**src/rtl/stsdec_pkg.sv**
```systemverilog
package stsdec_pkg;

    localparam int STAT_W = 3;

    typedef enum logic [STAT_W-1:0] {
        ST_INTA  = 3'b000,
        ST_IORD  = 3'b001,
        ST_IOWR  = 3'b010,
        ST_HALT  = 3'b011,
        ST_FETCH = 3'b100,
        ST_MRD   = 3'b101,
        ST_MWR   = 3'b110,
        ST_IDLE  = 3'b111
    } stat_code_e;

    typedef enum logic [1:0] {
        PH_IDLE  = 2'd0,
        PH_LATCH = 2'd1,
        PH_CMD   = 2'd2
    } phase_e;

    typedef struct packed {
        logic int_ack;
        logic rd_io;
        logic wr_io;
        logic rd_mem;
        logic wr_mem;
    } strobe_t;

    localparam int STROBE_W = $bits(strobe_t);

    function automatic strobe_t code_to_strobe(stat_code_e c);
        strobe_t s;
        s = '0;
        case (c)
            ST_INTA:          s.int_ack = 1'b1;
            ST_IORD:          s.rd_io   = 1'b1;
            ST_IOWR:          s.wr_io   = 1'b1;
            ST_FETCH, ST_MRD: s.rd_mem  = 1'b1;
            ST_MWR:           s.wr_mem  = 1'b1;
            default:          s = '0;
        endcase
        return s;
    endfunction

    function automatic logic code_is_write(stat_code_e c);
        return (c == ST_IOWR) || (c == ST_MWR);
    endfunction

endpackage

```
**src/rtl/stsdec_tracker.sv**
```systemverilog
module stsdec_tracker
    import stsdec_pkg::*;
(
    input  logic              clk,
    input  logic              rst,
    input  logic [STAT_W-1:0] stat,
    input  logic              ready,
    output phase_e            phase,
    output stat_code_e        kind
);

    logic       armed;
    stat_code_e code_in;

    assign code_in = stat_code_e'(stat);

    always_ff @(posedge clk) begin
        if (rst) begin
            phase <= PH_IDLE;
            kind  <= ST_IDLE;
            armed <= 1'b0;
        end else begin
            case (phase)
                PH_IDLE: begin
                    if (code_in == ST_IDLE) begin
                        armed <= 1'b1;
                    end else if (armed) begin
                        phase <= PH_LATCH;
                        kind  <= code_in;
                        armed <= 1'b0;
                    end
                end
                PH_LATCH: phase <= PH_CMD;
                PH_CMD: begin
                    if (code_in == ST_IDLE && ready) phase <= PH_IDLE;
                end
                default: phase <= PH_IDLE;
            endcase
        end
    end

    AST_LATCH_ONE_CLK: assert property (@(posedge clk) disable iff (rst)
        phase == PH_LATCH |=> phase == PH_CMD);

    AST_REARM_GAP: assert property (@(posedge clk) disable iff (rst)
        (phase == PH_CMD && code_in == ST_IDLE && ready) |=> phase == PH_IDLE ##1 phase == PH_IDLE);

    AST_WAIT_HOLDS: assert property (@(posedge clk) disable iff (rst)
        (phase == PH_CMD && !ready) |=> phase == PH_CMD);

endmodule

```
**src/rtl/stsdec_cmdgen.sv**
```systemverilog
module stsdec_cmdgen
    import stsdec_pkg::*;
(
    input  logic       clk,
    input  logic       rst,
    input  phase_e     phase,
    input  stat_code_e kind,
    output strobe_t    strobes,
    output logic       ale,
    output logic       den,
    output logic       dir_out
);

    strobe_t decoded;
    logic    in_cycle;

    assign decoded  = code_to_strobe(kind);
    assign in_cycle = (phase != PH_IDLE) && (kind != ST_HALT);

    always_comb begin
        strobes = '0;
        if (phase == PH_CMD) strobes = decoded;
    end

    assign ale     = (phase == PH_LATCH) && (kind != ST_HALT);
    assign den     = (phase == PH_CMD) && (decoded != '0);
    assign dir_out = in_cycle && code_is_write(kind);

    AST_ONE_STROBE: assert property (@(posedge clk) disable iff (rst)
        $countones(strobes) <= 1);

    AST_ALE_PULSE: assert property (@(posedge clk) disable iff (rst)
        ale |=> !ale);

    AST_NO_DIR_IDLE: assert property (@(posedge clk) disable iff (rst)
        phase == PH_IDLE |-> !dir_out);

endmodule

```
**src/rtl/stsdec_top.sv**
```systemverilog
module stsdec_top
    import stsdec_pkg::*;
(
    input  logic              clk,
    input  logic              rst,
    input  logic [STAT_W-1:0] stat,
    input  logic              ready,
    output logic              ale,
    output logic              int_ack,
    output logic              rd_io,
    output logic              wr_io,
    output logic              rd_mem,
    output logic              wr_mem,
    output logic              den,
    output logic              dir_out
);

    phase_e     phase;
    stat_code_e kind;
    strobe_t    strobes;
    logic       any_cmd;

    stsdec_tracker u_tracker (
        .clk   (clk),
        .rst   (rst),
        .stat  (stat),
        .ready (ready),
        .phase (phase),
        .kind  (kind)
    );

    stsdec_cmdgen u_cmdgen (
        .clk     (clk),
        .rst     (rst),
        .phase   (phase),
        .kind    (kind),
        .strobes (strobes),
        .ale     (ale),
        .den     (den),
        .dir_out (dir_out)
    );

    assign int_ack = strobes.int_ack;
    assign rd_io   = strobes.rd_io;
    assign wr_io   = strobes.wr_io;
    assign rd_mem  = strobes.rd_mem;
    assign wr_mem  = strobes.wr_mem;
    assign any_cmd = |strobes;

    AST_CMD_AFTER_ALE: assert property (@(posedge clk) disable iff (rst)
        $rose(any_cmd) |-> $past(ale));

    AST_CMD_ENDS: assert property (@(posedge clk) disable iff (rst)
        (any_cmd && stat == ST_IDLE && ready) |=> !any_cmd);

    AST_CMD_STRETCH: assert property (@(posedge clk) disable iff (rst)
        (any_cmd && !ready) |=> $stable(strobes));

    AST_DEN_WINDOW: assert property (@(posedge clk) disable iff (rst)
        den == any_cmd);

    AST_RESET_QUIET: assert property (@(posedge clk)
        $past(rst) |-> !(ale || any_cmd || den || dir_out));

endmodule

```
**config.mk**
```make
export PLATFORM = sky130hd
export DESIGN_NAME = stsdec_top
export DESIGN_NICKNAME = d
export VERILOG_FILES = /design/src/rtl/stsdec_pkg.sv /design/src/rtl/stsdec_tracker.sv /design/src/rtl/stsdec_cmdgen.sv /design/src/rtl/stsdec_top.sv
export SDC_FILE = /design/constraint.sdc
export NUM_CORES = 1
export LEC_CHECK = 0
export CAP_MARGIN = 15
export CELL_PAD_IN_SITES_DETAIL_PLACEMENT = 1
export CELL_PAD_IN_SITES_GLOBAL_PLACEMENT = 1
export CORE_MARGIN = 4
export CORE_UTILIZATION = 24
export DETAILED_ROUTE_END_ITERATION = 16
export PLACE_DENSITY = 0.69
export SYNTH_ARGS = -nofsm -noshare
export SYNTH_HDL_FRONTEND = slang
export SYNTH_SLANG_ARGS = --single-unit
```
**constraint.sdc**
```tcl
create_clock -name clk -period 0.9 [get_ports clk]
set_clock_uncertainty 0.1 [all_clocks]
set_input_delay 0.18 -clock clk [delete_from_list [all_inputs] [get_ports clk]]
set_output_delay 0.18 -clock clk [all_outputs]
set_load 0.01 [all_outputs]
```
==> impl_metrics.json <==
{
  "finalSetupViolCount": 14,
  "r2r_setup_slack_ps": -320,
  "ir_worst_vdd_v": 0.0007842,
  "cts_max_level": 1,
  "detail_route.first_pass.iterations": 3,
  "n_antenna_cell": 0,
  "finalCriticalPeriod_ps": 1460,
  "r2r-start": "u_tracker.phase[0]",
  "syn-instance-count": 38,
  "placed_area_sq_um": 609.3,
  "crit_path_end_kind": "output port",
  "die_h_um": 44.53,
  "start_kind": "register",
  "path_clk_slew_ps": 50,
  "worst_ep_required_time_ps": 620,
  "die_area_sq_mm": 0.001983,
  "antenna_found_initial": 0,
  "wirelength_mm": 1.302,
  "holdWs_ps": 256.8,
  "drt_iter0_markers": 4,
  "start_util_pct": 27.00,
  "grt_pass1_wl_mm": 2.180,
  "holdCritStartpoint": "stat[2]",
  "ys_seq_area_share_pct": 37.50,
  "cap_viol_max_count": 0,
  "leakagePower_nw": 0.3162,
  "antenna_left": 0,
  "use_met1_pct": 15.24,
  "reg2reg_depth": 5,
  "core_sq_mm": 0.001186,
  "crit_start": "u_tracker.phase[0]",
  "hold_path_depth": 4,
  "hold_violations": 0,
  "path_cells": "nand2b_4, or2_4, nor2_4, buf_6",
  "io_buffers": 13,
  "setup_ws_ps": -560.5,
  "clock-root-buffer": "clkbuf_4",
  "cts_buffers": 3,
  "p_per_area_mw_per_mm2": 1019,
  "rows": 12,
  "worst_path_largest_cell_delay_ps": 320,
  "ctsHoldBuffers": 0,
  "synth_nets": 44,
  "routed_via_density": 4.952,
  "path_class": "reg2out",
  "outcome": "complete, but fails checks",
  "top_usage_layer": "met2",
  "cts.path.max_buffers": 2,
  "grt_pass1_vias": 484,
  "drc": 0,
  "grt.total_usage_pct": 15.71,
  "crit_end": "rd_mem",
  "synth-seq-cells": 6,
  "violations": "negative setup slack",
  "cpLargestDelayFamily": "simple AND/OR/NAND/NOR gates",
  "r2r-end": "u_tracker.phase[1]",
  "relSlewSlack_pct": 85.53,
  "critPathArrivalTime_ps": 1180,
  "path_max_fanout": 5,
  "slew_violations": 0,
  "wire_per_inst_um": 15.50,
  "cts_tree": "yes",
  "holdCritPathClass": "in2reg",
  "fin_crit_sh_pct": 162.3,
  "fmax_mhz": 684.7,
  "cts_sinks": 6,
  "insertion_delay_ps": 260,
  "rsz0062_at_grt": "yes",
  "met3_usage_pct": 3.659,
  "num-nets-final": 77,
  "num_vias": 416,
  "ys_types": 20,
  "tightest_slew_ps": 214.7,
  "synth_warnings": 0,
  "hpwl_mm": 1.046,
  "overflow": 0,
  "syn_area_per_cell_sq_um": 8.429,
  "drive_gt1_share_pct": 71.43,
  "cp_num_cells": 4,
  "met2_usage_pct": 30.37,
  "die_w_um": 44.53,
  "syn_area_sq_um": 320.3,
  "area_growth_pct": 109.8,
  "path_buf_inv": 1,
  "fin_setup_tns_ps": -5469,
  "boundaryPins": 14,
  "crit_slowest_cell": "dfxtp_2",
  "fill_cells": 145,
  "grt_max_degree": 8,
  "finalInstanceArea_sq_um": 671.9,
  "place.gp.congestion": 0.7335
}
metal layers:
metal	vias up	share of wire, %
met5	-	0
met4	0	1.9
met3	5	3.6
met2	10	54
met1	201	40
li1	200	-
flip-flops by register name (all words and copies together) (netlist names):
name             cells
u_tracker.kind       3
u_tracker.armed      1
u_tracker.phase      2
Yosys cell counts (all sizes together):
library cell	count	area, sq um
a31oi	1	6.260
mux2i	2	20.02
a41o	1	11.26
or3	1	6.260
nor3	1	5.000
nand3	2	20.02
nor4	1	6.260
a21oi	3	18.77
nor4b	1	8.760
clkbuf	1	3.750
nand2b	3	26.27
or2	1	6.260
nor2	11	43.80
dfxtp	6	120.1
inv	1	3.750
a32oi	1	8.760
o21ai	1	5.000
cell type report:
| type | instances | area (sq um) | share of cell area (%) |
|---|---|---|---|
| timing repair buffer | 29 | 231.5 | 34.45 |
| inverter | 1 | 3.754 | 0.5587 |
| multi-input combinational | 30 | 261.5 | 38.92 |
| sequential | 6 | 131.4 | 19.55 |
| clock buffer | 4 | 26.28 | 3.911 |
| tap | 14 | 17.52 | 2.607 |
worst min-delay path by stage:
stage                          to  slack [ps]
6_report          u_tracker.armed         260
3_3_place_gp      u_tracker.armed         390
4_1_cts        u_tracker.phase[0]         460
5_1_grt           u_tracker.armed         270
2_1_floorplan   u_tracker.kind[1]         240
3_5_place_dp    u_tracker.kind[0]         440
cell families after synthesis:
group	count (synthesis)	share of synthesized area [%]
and+or+nand+nor	21	38.29
AOI/OAI and AO/OA	7	15.63
DFF	6	37.50
muxes	2	6.250
buffers and inverters	2	2.342
cell usage in the layout (no fill, tap or decap), drive strengths merged:
cell type	n
nor3	1
dfxtp	6
a32oi	1
clkdlybuf4s50	2
o21ai	1
nor2	11
or3	1
a31oi	1
a41o	1
or2	1
mux2i	2
clkbuf	4
nor4b	1
nand3	2
buf	24
nor4	1
dlymetal6s2s	3
inv	1
a21oi	3
nand2b	3
power breakdown:
group          internal (mW)  switching (mW)
logic                 0.0666          0.0452
clock network          0.170           0.125
registers              0.268         0.00984
total                  0.504           0.181
through the flow:
stage	total power, mW	instances	setup slack, ps	utilization (%)
finish	0.6850	84	-560.5	56.65
global route	0.7276	84	-609.3	56.65
CTS	0.6862	83	-559.9	54.22
detailed placement	0.3853	78	-745.6	51.37
global placement	0.3775	78	-691.8	51.37
floorplan	0.3158	38	-223.4	-
repair_timing:
item,CTS,global route
pin swaps,4,5
gates cloned,0,0
resized for setup,42,8
setup buffers,1,2
hold endpoints to repair,0,0
setup endpoints to repair,14,14
worst min-delay path, stage by stage:
cell and delay [ps]:
dlymetal6s2s_1 140, nand3_2 80, or3_4 120, a21oi_2 50
Power figures use the tool's default switching activity.
